===== config.mk =====
export PLATFORM = sky130hd
export DESIGN_NAME = audio_dma_steer
export DESIGN_NICKNAME = d
export VERILOG_FILES = /design/src/rtl/audio_dma_pkg.sv /design/src/rtl/audio_dma_ctrl.sv /design/src/rtl/audio_dma_dpath.sv /design/src/rtl/audio_dma_steer.sv
export SDC_FILE = /design/constraint.sdc
export NUM_CORES = 1
export LEC_CHECK = 0
export BUFFER_PORTS_ARGS = -buffer_cell sky130_fd_sc_hd__buf_2
export CAP_MARGIN = 20
export CORE_ASPECT_RATIO = 1.4
export CORE_MARGIN = 5
export CORE_UTILIZATION = 52
export DETAILED_ROUTE_END_ITERATION = 10
export PLACE_DENSITY = 0.8
export SYNTH_ARGS = -nofsm -noshare
export SYNTH_HDL_FRONTEND = slang
export SYNTH_SLANG_ARGS = --single-unit
export TNS_END_PERCENT = 10

===== constraint.sdc =====
create_clock -name clk -period 2.2 [get_ports clk]
set_input_delay 0.66 -clock clk [delete_from_list [all_inputs] [get_ports clk]]
set_output_delay 0.66 -clock clk [all_outputs]
set_load 0.01 [all_outputs]

===== src/rtl/audio_dma_pkg.sv =====
package audio_dma_pkg;

  localparam int REG_W = 8;

  // configuration register bit positions (software-visible layout)
  localparam int B_PLAY_EN  = 0;
  localparam int B_CAP_EN   = 1;
  localparam int B_SINGLE   = 2;
  localparam int B_CAL_EN   = 3;
  localparam int B_PLAY_PIO = 6;
  localparam int B_CAP_PIO  = 7;

  localparam logic [REG_W-1:0] CFG_RESET = 8'h08;
  localparam logic [REG_W-1:0] CFG_WMASK = 8'hCF;

  // pin-control register bit positions
  localparam int B_INIT_DIS = 0;
  localparam int B_IRQ_EN   = 1;

  localparam int NUM_DIR = 2;
  localparam int DIR_PLAY = 0;
  localparam int DIR_CAP  = 1;

  // strobes and levels from control to datapath
  typedef struct packed {
    logic [NUM_DIR-1:0] dmaOn;   // direction is in DMA mode and not suppressed
    logic               single;  // share the playback request line
    logic               irqSet;  // terminal count with interrupt enabled
    logic               irqClr;  // software write to status index
    logic               initLoad;// start the INIT interval
  } ctrlStrb_t;

endpackage


===== src/rtl/audio_dma_ctrl.sv =====
module audio_dma_ctrl
  import audio_dma_pkg::*;
#(
  parameter int ADDR_W   = 4,
  parameter int CFG_IDX  = 9,
  parameter int PIN_IDX  = 10,
  parameter int STAT_IDX = 11
) (
  input  logic              clk,
  input  logic              rstN,
  input  logic              regWr,
  input  logic [ADDR_W-1:0] regAddr,
  input  logic [REG_W-1:0]  regWrData,
  output logic [REG_W-1:0]  regRdData,
  input  logic              mceBit,
  input  logic              rateChange,
  input  logic              termCount,
  input  logic              irqPendIn,
  output logic              calStart,
  output logic [REG_W-1:0]  cfgQ,
  output ctrlStrb_t         strb
);

  localparam logic [ADDR_W-1:0] A_CFG  = ADDR_W'(CFG_IDX);
  localparam logic [ADDR_W-1:0] A_PIN  = ADDR_W'(PIN_IDX);
  localparam logic [ADDR_W-1:0] A_STAT = ADDR_W'(STAT_IDX);

  logic [1:0] pinQ;
  logic       mcePrev;
  logic       wrCfg, wrPin, wrStat;
  logic       bothOn;

  assign wrCfg  = regWr && (regAddr == A_CFG);
  assign wrPin  = regWr && (regAddr == A_PIN);
  assign wrStat = regWr && (regAddr == A_STAT);

  always_ff @(posedge clk) begin
    if (!rstN) begin
      cfgQ    <= CFG_RESET;
      pinQ    <= '0;
      mcePrev <= 1'b0;
      calStart <= 1'b0;
    end else begin
      if (wrCfg) cfgQ <= regWrData & CFG_WMASK;
      if (wrPin) pinQ <= regWrData[1:0];
      mcePrev  <= mceBit;
      calStart <= mcePrev && !mceBit && cfgQ[B_CAL_EN];
    end
  end

  always_comb begin
    unique case (regAddr)
      A_CFG:   regRdData = cfgQ;
      A_PIN:   regRdData = {{(REG_W-2){1'b0}}, pinQ};
      A_STAT:  regRdData = {{(REG_W-1){1'b0}}, irqPendIn};
      default: regRdData = '0;
    endcase
  end

  assign bothOn = cfgQ[B_PLAY_EN] && cfgQ[B_CAP_EN];

  always_comb begin
    strb.dmaOn[DIR_PLAY] = cfgQ[B_PLAY_EN] && !cfgQ[B_PLAY_PIO];
    strb.dmaOn[DIR_CAP]  = cfgQ[B_CAP_EN] && !cfgQ[B_CAP_PIO]
                           && !(cfgQ[B_SINGLE] && bothOn);
    strb.single   = cfgQ[B_SINGLE];
    strb.irqSet   = termCount && pinQ[B_IRQ_EN];
    strb.irqClr   = wrStat;
    strb.initLoad = rateChange && !pinQ[B_INIT_DIS];
  end

endmodule


===== src/rtl/audio_dma_dpath.sv =====
module audio_dma_dpath
  import audio_dma_pkg::*;
#(
  parameter int INIT_CYCLES = 25000,
  parameter int CNT_W       = 15
) (
  input  logic      clk,
  input  logic      rstN,
  input  ctrlStrb_t strb,
  input  logic      playReady,
  input  logic      capReady,
  input  logic      playAck,
  input  logic      capAck,
  output logic      playReq,
  output logic      capReq,
  output logic      irqOut,
  output logic      initFlag
);

  logic [NUM_DIR-1:0] readyVec, ackVec, pend, live;
  logic [CNT_W-1:0]   initCnt;

  assign readyVec = {capReady, playReady};
  // in shared mode the capture acknowledge arrives on the playback channel
  assign ackVec   = {(strb.single ? playAck : capAck), playAck};

  for (genvar d = 0; d < NUM_DIR; d++) begin : g_dir
    always_ff @(posedge clk) begin
      if (!rstN)                 pend[d] <= 1'b0;
      else if (!strb.dmaOn[d])   pend[d] <= 1'b0;
      else if (readyVec[d])      pend[d] <= 1'b1;
      else if (ackVec[d])        pend[d] <= 1'b0;
    end
    assign live[d] = pend[d] && strb.dmaOn[d];
  end

  assign playReq = live[DIR_PLAY] || (strb.single && live[DIR_CAP]);
  assign capReq  = !strb.single && live[DIR_CAP];

  always_ff @(posedge clk) begin
    if (!rstN)            irqOut <= 1'b0;
    else if (strb.irqSet) irqOut <= 1'b1;
    else if (strb.irqClr) irqOut <= 1'b0;
  end

  always_ff @(posedge clk) begin
    if (!rstN)              initCnt <= '0;
    else if (strb.initLoad) initCnt <= CNT_W'(INIT_CYCLES);
    else if (initCnt != '0) initCnt <= initCnt - 1'b1;
  end

  assign initFlag = (initCnt != '0);

endmodule


===== src/rtl/audio_dma_steer.sv =====
module audio_dma_steer
  import audio_dma_pkg::*;
#(
  parameter int ADDR_W   = 4,
  parameter int CFG_IDX  = 9,
  parameter int PIN_IDX  = 10,
  parameter int STAT_IDX = 11,
  parameter int CLK_HZ   = 125_000_000,
  parameter int INIT_US  = 200
) (
  input  logic              clk,
  input  logic              rstN,
  input  logic              regWr,
  input  logic [ADDR_W-1:0] regAddr,
  input  logic [7:0]        regWrData,
  output logic [7:0]        regRdData,
  input  logic              mceBit,
  input  logic              playReady,
  input  logic              capReady,
  input  logic              playAck,
  input  logic              capAck,
  input  logic              rateChange,
  input  logic              termCount,
  output logic              playReq,
  output logic              capReq,
  output logic              irqOut,
  output logic              initFlag,
  output logic              calStart
);

  localparam int INIT_CYCLES = (CLK_HZ / 1_000_000) * INIT_US;
  localparam int CNT_W       = $clog2(INIT_CYCLES + 1);

  ctrlStrb_t       strb;
  logic [REG_W-1:0] cfgQ;

  audio_dma_ctrl #(
    .ADDR_W(ADDR_W), .CFG_IDX(CFG_IDX), .PIN_IDX(PIN_IDX), .STAT_IDX(STAT_IDX)
  ) i_ctrl (
    .clk(clk), .rstN(rstN), .regWr(regWr), .regAddr(regAddr),
    .regWrData(regWrData), .regRdData(regRdData), .mceBit(mceBit),
    .rateChange(rateChange), .termCount(termCount), .irqPendIn(irqOut),
    .calStart(calStart), .cfgQ(cfgQ), .strb(strb)
  );

  audio_dma_dpath #(
    .INIT_CYCLES(INIT_CYCLES), .CNT_W(CNT_W)
  ) i_dpath (
    .clk(clk), .rstN(rstN), .strb(strb),
    .playReady(playReady), .capReady(capReady),
    .playAck(playAck), .capAck(capAck),
    .playReq(playReq), .capReq(capReq),
    .irqOut(irqOut), .initFlag(initFlag)
  );

endmodule


Word level (Yosys, flattened, before mapping). Cells that the tools add are included.

$add $sub $neg: 1. Multiply operators: 0. Divide/modulo/power cells: 0. Magnitude comparators: 0. Eq/ne operators: 3. Shift-type cells: 0. Muxes and demuxes: 10. Bitwise logic cells: 1. Reductions and logical operators: 31.

Operators with widths (number): 15-bit 2-to-1 mux (2); 8-bit case mux with 3 select lines (1); 1-bit logical AND (16); 15-bit nonzero test (1); 15-bit by 1-bit subtractor with 15-bit output, second input constant (1); 4-bit == test, second input constant (3); 2-bit nonzero test (4); 1-bit 2-to-1 mux (7); 1-bit zero test (6); 2-bit AND reduction (2); 2-bit OR reduction (1); 1-bit logical OR (1); 1-bit NOT (1).

Register bits: 28. Bits in latches: 0. Bits in writable memories: 0. Bits in read-only memories: 0. Output and inout port bits: 13. Memories kept: 0.

Longest topological paths before layout. Gate-level depths: netlist (run 1).

Word-level depth: 7. Gate-level depth with buffers: 8.

Cells and area by module. From an unflattened synthesis (run 1), not the netlist that was laid out.

Cells, all modules: 181. Area, all modules: 1532.7 um2.

By module, submodules not included: audio_dma_dpath (instances 1, cells each 115, area each 950.9 um2, sequential area each 360.3 um2); audio_dma_ctrl (instances 1, cells each 66, area each 581.8 um2, sequential area each 200.2 um2).

Worst setup path before layout (run 1). OpenSTA, ideal clock, no wires.

Path type: register to output. From: register i_dpath.initCnt[0]. To: output initFlag. Arrival time: 1.454 ns. Required time: 1.540 ns. Slack: 0.086 ns. Cell stages (with the launch flop): 7. Path buffers: 1. Cell sequence: dfxtp_1 > inv_1 > ha_1 > nor4b_1 > and4_1 > buf_4 > inv_2.

Longest elaborated chain between the ends: 1.

RTL lines: start, declared (line audio_dma_dpath.sv:21) `logic [CNT_W-1:0] initCnt;`; start signal, assigned (line audio_dma_dpath.sv:48) `else if (strb.initLoad) initCnt <= CNT_W'(INIT_CYCLES);`; start signal, assigned (line audio_dma_dpath.sv:49) `else if (initCnt != '0) initCnt <= initCnt - 1'b1;`; 15-bit nonzero test (line audio_dma_dpath.sv:52) `assign initFlag = (initCnt != '0);`; end, declared (line audio_dma_steer.sv:27) `output logic initFlag,`.

No other way between the ends.

Final worst setup path (run 1).
From: register i_dpath.initCnt[1]. To: output initFlag.

The elaborated chain is that of the path after synthesis.

==> results of run 1 <==
[per-stage QoR]
stage                     hold slack [ns]  power [mW]  worst slack (ns)  TNS [ns]  instance area, µm²
after floorplan                    0.4335      0.7093           0.08575         0                1410
after global placement             0.4577      0.7726           0.04395         0                1632
after detailed placement           0.4610      0.7861           0.03193         0                1632
after CTS                          0.4801       1.059          -0.01661  -0.01661                1742
after global routing               0.5006       1.130           -0.1131   -0.1412                1770
final                              0.4794       1.070          -0.05462  -0.05462                1770
[report_power, final]
| part | internal [mW] | switching, mW |
|---|---|---|
| sequential | 0.533 | 0.0333 |
| combinational | 0.125 | 0.126 |
| clock | 0.102 | 0.151 |
| total | 0.760 | 0.310 |
[path summary, 6_finish.rpt]
check / from / to / slack, ns / depth (start not counted)
min reg2reg: i_ctrl.cfgQ[7]$_SDFFE_PN0P_ / i_ctrl.cfgQ[7]$_SDFFE_PN0P_ / 0.48 / 2
max: i_dpath.initCnt[1]$_SDFFE_PP0P_ / initFlag / -0.05 / 6
max reg2reg: i_dpath.initCnt[1]$_SDFFE_PP0P_ / i_dpath.initCnt[10]$_SDFFE_PP0P_ / 0.38 / 7
min: i_ctrl.cfgQ[7]$_SDFFE_PN0P_ / i_ctrl.cfgQ[7]$_SDFFE_PN0P_ / 0.48 / 2
[per-layer routing]
metal	wire (µm)	vias up
met4	117	0
met1	1426	643
met5	0	-
met2	2008	49
li1	-	690
met3	166	11
[worst reg2reg max path, cell delays in order, from the launching register on]
cell,delay [ns]
dfxtp_2,0.37
inv_2,0.06
ha_4,0.16
nor4b_4,0.13
and4_1,0.24
buf_4,0.18
or4_1,0.48
a21oi_1,0.15
[sequential cells by signal (all words and copies together), names as in the netlist]
name / flops
i_dpath.initCnt: 15
i_ctrl.cfgQ: 6
i_ctrl.pinQ: 2
i_dpath.pend: 2
i_ctrl.calStart: 1
i_ctrl.mcePrev: 1
i_dpath.irqOut: 1
[cell usage in the layout, fill, tap and decap left out, types with 4 or more instances in the layout]
cell      count
buf_2        29
dfxtp_1      26
nand2_1      20
buf_4        16
nor2_1       11
a21oi_1       9
nand3_1       8
o31a_1        6
and2_1        5
nand2b_1      5
nor4_1        5
mux2i_1       5
inv_2         4
nor2b_1       4
a21boi_1      4
[final cells by class]
cell class	instances	area (µm²)
fill	224	844.6
sequential	28	563.0
inverter	6	22.52
tap	36	45.04
timing repair buffer	46	276.5
multi-input combinational	125	827.0
clock buffer	4	36.28
[logic make-up after synthesis]
family	synth area share (%)
buffers and inverters	4.003
other	0.2666
DFF	39.86
AOI/OAI and AO/OA	17.26
adders and majority gates	0.8895
and+or+nand+nor	32.74
xor gates and xnor gates	0.6229
muxes	4.360
[repair_timing]
action,4_1_cts,5_1_grt
buffers inserted,5,3
resized for setup,9,1
endpoints found under the setup margin,1,4
pin swaps,2,1
==> summary.txt, run 1 <==
Run
  • Max cap viols: 0

STA
  • Final worst slack: -0.05462 ns
  • Tmin final: roughly 2.3 ns
  • Worst Skew: roughly 0.0033 ns
  • Max Fclk: about 440 MHz
  • Period utilization: 102.5%
  • Unrepaired setup endpoints after global routing: yes
  • Final Hold Vio Count: 0
  • Setup violations, final: 1
  • Max Transition Viols Final: 0

Clock network
  • CTS tree: built
  • Max Root-Sink Buffers: 2
  • Clk_lat worst skew: 0.34 ns
  • H-tree levels: 1
  • Clk sink count: 28
  • Clock root buffer: clkbuf_4
  • CTS clock-pin slew for the worst setup and hold paths: 0.14 ns
  • Number of buffers created by CTS: 3
  • Hold_buf cts: 0

Global routing
  • Met1 Usage GRT: between 20% and 30%
  • Global Route Usage Sum: between 20% and 30%
  • Met2 Use GR: a little over a third
  • GR Overflow Total: 0
  • Initial antenna violation count: 0
  • Gr busiest metal: met2
  • Met3 Use GR: approximately 4.4%
  • Vias in the first global route: roughly 1400
  • Pin count of the biggest net entering global routing: 18
  • Global-route wire length before repair: slightly below 6 mm

Synthesis
  • Synth Register Bits: 28
  • Synth top area share: 39.86%
  • Post-synth ARST share: 0%
  • Mean post-synth cell area: ~8.6 µm²
  • Netlist cell types: between 40 and 50
  • Most common cell in the netlist: dfxtp_1
  • Ys Warns: 0
  • Sequential element share of the synthesized area: around 40%
  • Synth Cell Area: 1406 µm²
  • Number of synthesized flops with an enable pin: 0
  • Most used DFF post-synth: dfxtp_1
  • Area contributors post-synth: dfxtp_1 (40%), nand2_1 (5.3%), o31a_1 (3.7%)
  • Mapped Cells: 164
  • Synth top cells by count: dfxtp_1 (28), nand2_1 (20), nor2_1 (11), a21oi_1 (9), nand3_1 (8)
  • Cell taking the most area after synthesis: dfxtp_1

Finish
  • N_diodes: 0
  • Final core occ: between 60% and 70%
  • Layout cell share with drive strength beyond 1: a little under a third
  • Final Non-Filler Cells: between 200 and 250
  • Syn-to-layout area delta: 25.89%
  • Fin nets: ~230

Floorplan
  • Die H: between 70 and 80 µm
  • Die width: ~54 µm
  • Core ar.: roughly 2600 µm²
  • Number of primary I/O pins: 35
  • Initial Util: between 50 and 60%
  • Row count: 22
  • DIE AREA: 3859 µm²

Outcome
  • Failing checks: negative setup slack
  • Outcome: finished with violations

Setup path
  • CP required: ~1.5 ns
  • Critical-path maximum fanout: 2
  • Critical path endpoint category: primary output
  • Worst path arrival time: approximately 1.6 ns
  • CP Class: flip-flop to primary output
  • Crit-path max cell delay: 0.36 ns
  • Most used cell, CP: inv_2
  • Setup crit start kind: flip-flop
  • Cells along the critical path: inv_2 -> ha_4 -> nor4b_4 -> and4_1 -> inv_2 -> buf_6
  • Cell family with most CP delay: simple AND/OR/NAND/NOR gates
  • Buf+Inv Stages, Crit Path: 3
  • CP max-delay cell: dfxtp_2

Route
  • Vias: 1393
  • Routed vias/inst: approximately 5.7
  • Initial DRC count: 36
  • Wirelength per Cell: around 15 µm
  • Drt pass-1 iters: 4
  • ANT nets after route: 0
  • DRC viols: 0
  • Total Wirelength: ~3.7 mm

Power
  • Leakage power: 0.7414 nW
  • Peak VDD IR: 504.7 µV
  • Pwr per Cell Area: 604.6 nW/µm²

Hold path
  • HP Class: flip-flop to flip-flop

Placed design
  • Gp weighted congestion: 0.8324
  • Placed cell count: between 200 and 250
  • Post-DP HPWL: 2.618 mm
  • PortBufs: 30
Power figures use the tool's default switching activity.
==> inputs of run 2 (changes only) <==
- MAX_ROUTING_LAYER: default -> met4
==> summary.txt, run 2 (synthesis gave the netlist of run 1 again) <==
Global routing
  • Pin count of the biggest net entering global routing: 18 (unchanged)
  • GR Overflow Total: 0 (unchanged)
  • Global-route wire length before repair: 5.892 mm (was 5.878 mm)
  • Initial antenna violation count: 0 (unchanged)
  • Global Route Usage Sum: 21.30% (was 20.71%)
  • Vias in the first global route: 1367 (unchanged)

Placed design
  • Dpl ws: 0.03193 ns (unchanged)
  • Gp weighted congestion: 0.8451 (was 0.8324)
  • Placed cell count: 233 (unchanged)
  • Post-DP HPWL: 2.618 mm (unchanged)
  • Placed inst area: 1632 µm² (unchanged)
  • PortBufs: 30 (unchanged)

STA
  • Final Hold Vio Count: 0 (unchanged)
  • Final worst slack: -0.05493 ns (was -0.05462 ns)
  • Max Transition Viols Final: 0 (unchanged)
  • Worst Skew: 0.003930 ns (was 0.003294 ns)
  • Setup violations, final: 1 (unchanged)
  • Hold slack: 0.4792 ns (was 0.4794 ns)
  • Unrepaired setup endpoints after global routing: yes (unchanged)
  • Period utilization: 102.5% (about the same)
  • Post-route setup TNS: -0.05493 ns (was -0.05462 ns)
  • Tmin final: 2.255 ns (about the same)
  • Max Fclk: 443.5 MHz (about the same)

Run
  • Max cap viols: 0 (unchanged)

Finish
  • Top flop regs: i_dpath.initCnt x15, i_ctrl.cfgQ x6 (unchanged)
  • Fin nets: 233 (unchanged)
  • Commonest cells after routing, fill and taps aside: buf_2 (29), dfxtp_1 (26), nand2_1 (20) (unchanged)
  • Top reg by flops: i_dpath.initCnt (unchanged)
  • Final core occ: 67.70% (unchanged)
  • Design area: 1770 µm² (unchanged)
  • Layout cell share with drive strength beyond 1: 31.10% (unchanged)
  • Final Non-Filler Cells: 245 (unchanged)
  • Syn-to-layout area delta: 25.89% (unchanged)
  • Fillers: 224 (unchanged)
  • Number of flip-flops in the largest register: 15 (unchanged)
  • Commonest non-fill, non-tap cell in the layout: buf_2 (unchanged)
  • N_diodes: 0 (unchanged)

Clock network
  • Max Root-Sink Buffers: 2 (unchanged)
  • CTS clock-pin slew for the worst setup and hold paths: 0.14 ns (about the same)
  • Clock root buffer: clkbuf_4 (unchanged)
  • Clk_lat worst skew: 0.34 ns (about the same)
  • H-tree levels: 1 (unchanged)
  • Number of buffers created by CTS: 3 (unchanged)
  • CTS tree: built (unchanged)
  • Clk sink count: 28 (unchanged)

Floorplan
  • Core ar.: 2615 µm² (unchanged)
  • Initial Util: 53.78% (unchanged)
  • Die width: 53.95 µm (unchanged)
  • Die H: 71.54 µm (unchanged)
  • Row count: 22 (unchanged)
  • Number of primary I/O pins: 35 (unchanged)
  • DIE AREA: 3859 µm² (unchanged)

Power
  • Register share of total power: 53.0% (was 52.9%)
  • Peak VDD IR: 505.0 µV (was 504.7 µV)
  • Clk pwr share: 23.6% (about the same)
  • Final Power: 1.070 mW (about the same)
  • Switching share of power: 28.96% (was 28.98%)
  • Pwr per Cell Area: 604.5 nW/µm² (was 604.6 nW/µm²)
  • Leakage power: 0.7414 nW (unchanged)
  • Part of the power in combinational logic: 23.4% (was 23.5%)
  • Cell Int Power: 760.2 µW (about the same)
  • NetSw: 309.9 µW (was 310.3 µW)

Hold path
  • HP Class: flip-flop to flip-flop (unchanged)

Route
  • Drt pass-1 iters: 4 (unchanged)
  • ANT nets after route: 0 (unchanged)
  • Routed vias/inst: 5.702 (was 5.686)
  • DRC viols: 0 (unchanged)
  • Initial DRC count: 41 (was 36)
  • Wirelength per Cell: 15.04 µm (was 15.18 µm)
  • Total Wirelength: 3.686 mm (was 3.718 mm)
  • Vias: 1397 (was 1393)

Outcome
  • Failing checks: negative setup slack (unchanged)
  • Outcome: finished with violations (unchanged)

Setup path
  • CP Class: flip-flop to primary output (unchanged)
  • Critical-path maximum fanout: 2 (unchanged)
  • Critical path endpoint category: primary output (unchanged)
  • Worst path arrival time: 1.59 ns (about the same)
  • Setup crit start kind: flip-flop (unchanged)
  • CP required: 1.54 ns (about the same)
run 2: cell counts in the layout (fill, tap and decap cells not counted):
Identical to the previous run, type by type.
run 2: per-layer routing:
| layer | routed length [µm] | GRT usage [%] | vias to the layer above |
|---|---|---|---|
| met3 | 155 | 4.366 | 9 |
| met2 | 2013 | 36.12 | 54 |
| li1 | - | - | 689 |
| met1 | 1407 | 20.57 | 645 |
| met4 | 109 | 14.77 | 0 |
| met5 | 0 | - | - |
run 2: area by class of cell:
cell class                      instances  area [µm²]  area share (%)
Timing Repair Buffer                   46       276.5           15.62
Inverter                                6       22.52           1.272
Multi-Input combinational cell        125       827.0           46.71
Sequential cell                        28       563.0           31.80
Clock buffer                            4       36.28           2.049
Tap cell                               36       45.04           2.544
run 2: repair_timing:
item,CTS,global route
pin swaps,2,1
hold buffers,0,0
endpoints found under the setup margin,1,4
setup buffers,5,3
resized for setup,9,1
run 2: critical path, cell delays in order, from the launching register on:
cell     delay (ns)
dfxtp_2        0.36
inv_2          0.08
ha_4           0.14
nor4b_4        0.22
and4_1         0.28
inv_2          0.06
buf_6          0.11
run 2: path summary, 6_finish.rpt:
path | depth (start not counted) | endpoint | start | slack, ns
worst max-delay path | 6 | initFlag | i_dpath.initCnt[1]$_SDFFE_PP0P_ | -0.05
worst min-delay path | 2 | i_ctrl.cfgQ[7]$_SDFFE_PN0P_ | i_ctrl.cfgQ[7]$_SDFFE_PN0P_ | 0.48
worst max register to register | 7 | i_dpath.initCnt[10]$_SDFFE_PP0P_ | i_dpath.initCnt[1]$_SDFFE_PP0P_ | 0.38
worst min register to register | 2 | i_ctrl.cfgQ[7]$_SDFFE_PN0P_ | i_ctrl.cfgQ[7]$_SDFFE_PN0P_ | 0.48
run 2: power groups by stage:
stage          Sequential (mW)  Combinational (mW)  Clock, mW
2_1_floorplan            0.567               0.142          0
3_3_place_gp             0.570               0.202          0
3_5_place_dp             0.573               0.213          0
4_1_cts                  0.565               0.236      0.258
5_1_grt                  0.570               0.276      0.282
6_report                 0.567               0.250      0.253
==> inputs of run 3 (changes only) <==
- PLACE_DENSITY: 0.8 -> 0.78
==> summary.txt, run 3 (synthesis gave the netlist of run 1 again) <==
Route
  • Vias: 1375 (was 1397)
  • DR top layer: met4 (unchanged)
  • Initial DRC count: 29 (was 41)
  • Total Wirelength: 3.387 mm (was 3.686 mm)
  • Met2 routed WL: 1.844 mm (was 2.013 mm)
  • Met3 WL: 161 µm (was 155 µm)
  • DRC viols: 0 (unchanged)
  • M1 wire length: 1.324 mm (was 1.407 mm)
  • Routed vias/inst: 5.705 (was 5.702)
  • Drt pass-1 iters: 4 (unchanged)
  • ANT nets after route: 0 (unchanged)
  • Wirelength per Cell: 14.05 µm (was 15.04 µm)

Placed design
  • Post-DP HPWL: 2.513 mm (was 2.618 mm)
  • Placed inst area: 1624 µm² (was 1632 µm²)
  • PortBufs: 30 (unchanged)
  • Gp weighted congestion: 0.8565 (was 0.8451)

Global routing
  • Initial antenna violation count: 0 (unchanged)
  • Global-route wire length before repair: 5.437 mm (was 5.892 mm)
  • Vias in the first global route: 1338 (was 1367)
  • Global Route Usage Sum: 18.70% (was 21.30%)
  • GR Overflow Total: 0 (unchanged)
  • Pin count of the biggest net entering global routing: 18 (unchanged)

Power
  • Peak VDD IR: 406.7 µV (was 505.0 µV)
  • Pwr per Cell Area: 593.3 nW/µm² (was 604.5 nW/µm²)
  • Leakage power: 0.7294 nW (was 0.7414 nW)
  • Final Power: 1.048 mW (was 1.070 mW)

Clock network
  • H-tree levels: 1 (unchanged)
  • Max Root-Sink Buffers: 2 (unchanged)
  • Number of buffers created by CTS: 3 (unchanged)
  • CTS clock-pin slew for the worst setup and hold paths: 0.14 ns (about the same)
  • CTS tree: built (unchanged)
  • Clk sink count: 28 (unchanged)
  • Clock root buffer: clkbuf_4 (unchanged)
  • Clk_lat worst skew: 0.32 ns (was 0.34 ns)

Setup path
  • Critical path endpoint category: primary output (unchanged)
  • Cells along the critical path: inv_2 -> ha_4 -> nor4b_4 -> and4_1 -> inv_2 -> buf_6 (unchanged)
  • CP Class: flip-flop to primary output (unchanged)
  • Crit Reg-Reg Endpoint: i_dpath.initCnt[13]$_SDFFE_PN0P_ (was i_dpath.initCnt[10]$_SDFFE_PP0P_)
  • CP max-delay cell: dfxtp_2 (unchanged)
  • Crit path to: initFlag (unchanged)
  • Setup crit start kind: flip-flop (unchanged)
  • Most used cell, CP: inv_2 (unchanged)
  • CP required: 1.54 ns (about the same)
  • Critical-path maximum fanout: 4 (was 2)
  • Buf+Inv Stages, Crit Path: 3 (unchanged)
  • RR Startpoint: i_dpath.initCnt[3]$_SDFFE_PN0P_ (was i_dpath.initCnt[1]$_SDFFE_PP0P_)
  • Register-to-Register Path Depth: 5 (was 7)
  • Reg2reg setup slack: 0.37 ns (was 0.38 ns)
  • Worst path arrival time: 1.51 ns (was 1.59 ns)
  • Cell family with most CP delay: simple AND/OR/NAND/NOR gates (unchanged)
  • Crit-path max cell delay: 0.35 ns (was 0.36 ns)
  • CP Launch Point: i_dpath.initCnt[0]$_SDFFE_PP0P_ (was i_dpath.initCnt[1]$_SDFFE_PP0P_)
  • Worst path depth: 6 (unchanged)

STA
  • Worst Skew: 0.001953 ns (was 0.003930 ns)
  • Max Fclk: 461.2 MHz (was 443.5 MHz)
  • Tmin final: 2.168 ns (was 2.255 ns)
  • Period utilization: 98.56% (was 102.5%)
  • Setup violations, final: 0 (was 1)
  • Unrepaired setup endpoints after global routing: yes (unchanged)
  • Max Transition Viols Final: 0 (unchanged)
  • Post-route setup TNS: 0 ns (was -0.05493 ns)
  • Final Hold Vio Count: 0 (unchanged)

Hold path
  • HP Class: flip-flop to flip-flop (unchanged)

Finish
  • Fin nets: 229 (was 233)
  • Design area: 1767 µm² (was 1770 µm²)
  • Top flop regs: i_dpath.initCnt x15, i_ctrl.cfgQ x6 (unchanged)
  • Final core occ: 67.56% (was 67.70%)
  • Number of flip-flops in the largest register: 15 (unchanged)
  • Syn-to-layout area delta: 25.62% (was 25.89%)
  • N_diodes: 0 (unchanged)
  • Top reg by flops: i_dpath.initCnt (unchanged)
  • Layout cell share with drive strength beyond 1: 31.22% (was 31.10%)
  • Commonest cells after routing, fill and taps aside: buf_2 (28), dfxtp_1 (24), nand2_1 (20) (was buf_2 (29), dfxtp_1 (26), nand2_1 (20))
  • Commonest non-fill, non-tap cell in the layout: buf_2 (unchanged)

Floorplan
  • Row count: 22 (unchanged)
  • DIE AREA: 3859 µm² (unchanged)
  • Core ar.: 2615 µm² (unchanged)
  • Die width: 53.95 µm (unchanged)
  • Number of primary I/O pins: 35 (unchanged)
  • Die H: 71.54 µm (unchanged)
  • Initial Util: 53.78% (unchanged)

Outcome
  • Outcome: finished clean (was finished with violations)

Run
  • Max cap viols: 0 (unchanged)
run 3: cell types whose count changed in the layout (fill, tap and decap cells not counted):
| cell | before | now |
|---|---|---|
| dfxtp_1 | 26 | 24 |
| dfxtp_4 | 0 | 1 |
| buf_6 | 1 | 2 |
| nor4_4 | 1 | 2 |
| nor4bb_2 | 0 | 1 |
| buf_4 | 16 | 12 |
| nor4bb_1 | 1 | 0 |
| nor4_2 | 2 | 1 |
| dfxtp_2 | 2 | 3 |
| buf_2 | 29 | 28 |
run 3: power breakdown:
part	internal [mW]	switching [mW]
registers	0.533	0.0352
logic	0.118	0.116
clock network	0.101	0.144
total	0.753	0.295
run 3: cell type report:
class	instances	area, µm²
clock buffer	4	36.28
fill	211	848.3
inverter	6	22.52
multi-input combinational	125	842.1
sequential	28	568.0
tap	36	45.04
timing repair buffer	42	252.7
run 3: metrics by stage:
step / instances / setup WS, ns / hold WS, ns
floorplan: 165 / 0.08575 / 0.4335
global placement: 232 / 0.04771 / 0.4521
detailed placement: 232 / 0.02530 / 0.4655
CTS: 238 / 0.002138 / 0.4842
global route: 241 / -0.04695 / 0.4940
finish: 241 / 0.03165 / 0.4832
run 3: what timing repair did:
| action | 4_1_cts | 5_1_grt |
|---|---|---|
| resized for setup | 10 | 6 |
| hold endpoints to repair | 0 | 0 |
| pin swaps | 2 | 5 |
| hold buffers | 0 | 0 |
| setup buffers | 2 | 3 |
| endpoints found under the setup margin | 1 | 5 |
run 3: per-layer routing:
metal  up-vias  global-route usage, %
met1       655                  19.15
met4         0                  8.807
met3         6                  2.495
met5         -                      -
li1        679                      -
met2        35                  33.42
run 3: how the worst min path moves through the flow:
stage / slack (ns) / cells past startpoint / startpoint / end
floorplan: 0.43 / 1 / i_ctrl.cfgQ[6]$_SDFFE_PN0P_ / i_dpath.pend[0]$_SDFFE_PN0P_
global placement: 0.45 / 1 / i_ctrl.cfgQ[6]$_SDFFE_PN0P_ / i_dpath.pend[0]$_SDFFE_PN0P_
detailed placement: 0.47 / 2 / i_ctrl.cfgQ[7]$_SDFFE_PN0P_ / i_ctrl.cfgQ[7]$_SDFFE_PN0P_
CTS: 0.48 / 2 / i_ctrl.cfgQ[7]$_SDFFE_PN0P_ / i_ctrl.cfgQ[7]$_SDFFE_PN0P_
global route: 0.49 / 2 / i_ctrl.cfgQ[7]$_SDFFE_PN0P_ / i_ctrl.cfgQ[7]$_SDFFE_PN0P_
finish: 0.48 / 1 / i_ctrl.cfgQ[6]$_SDFFE_PN0P_ / i_dpath.pend[0]$_SDFFE_PN0P_
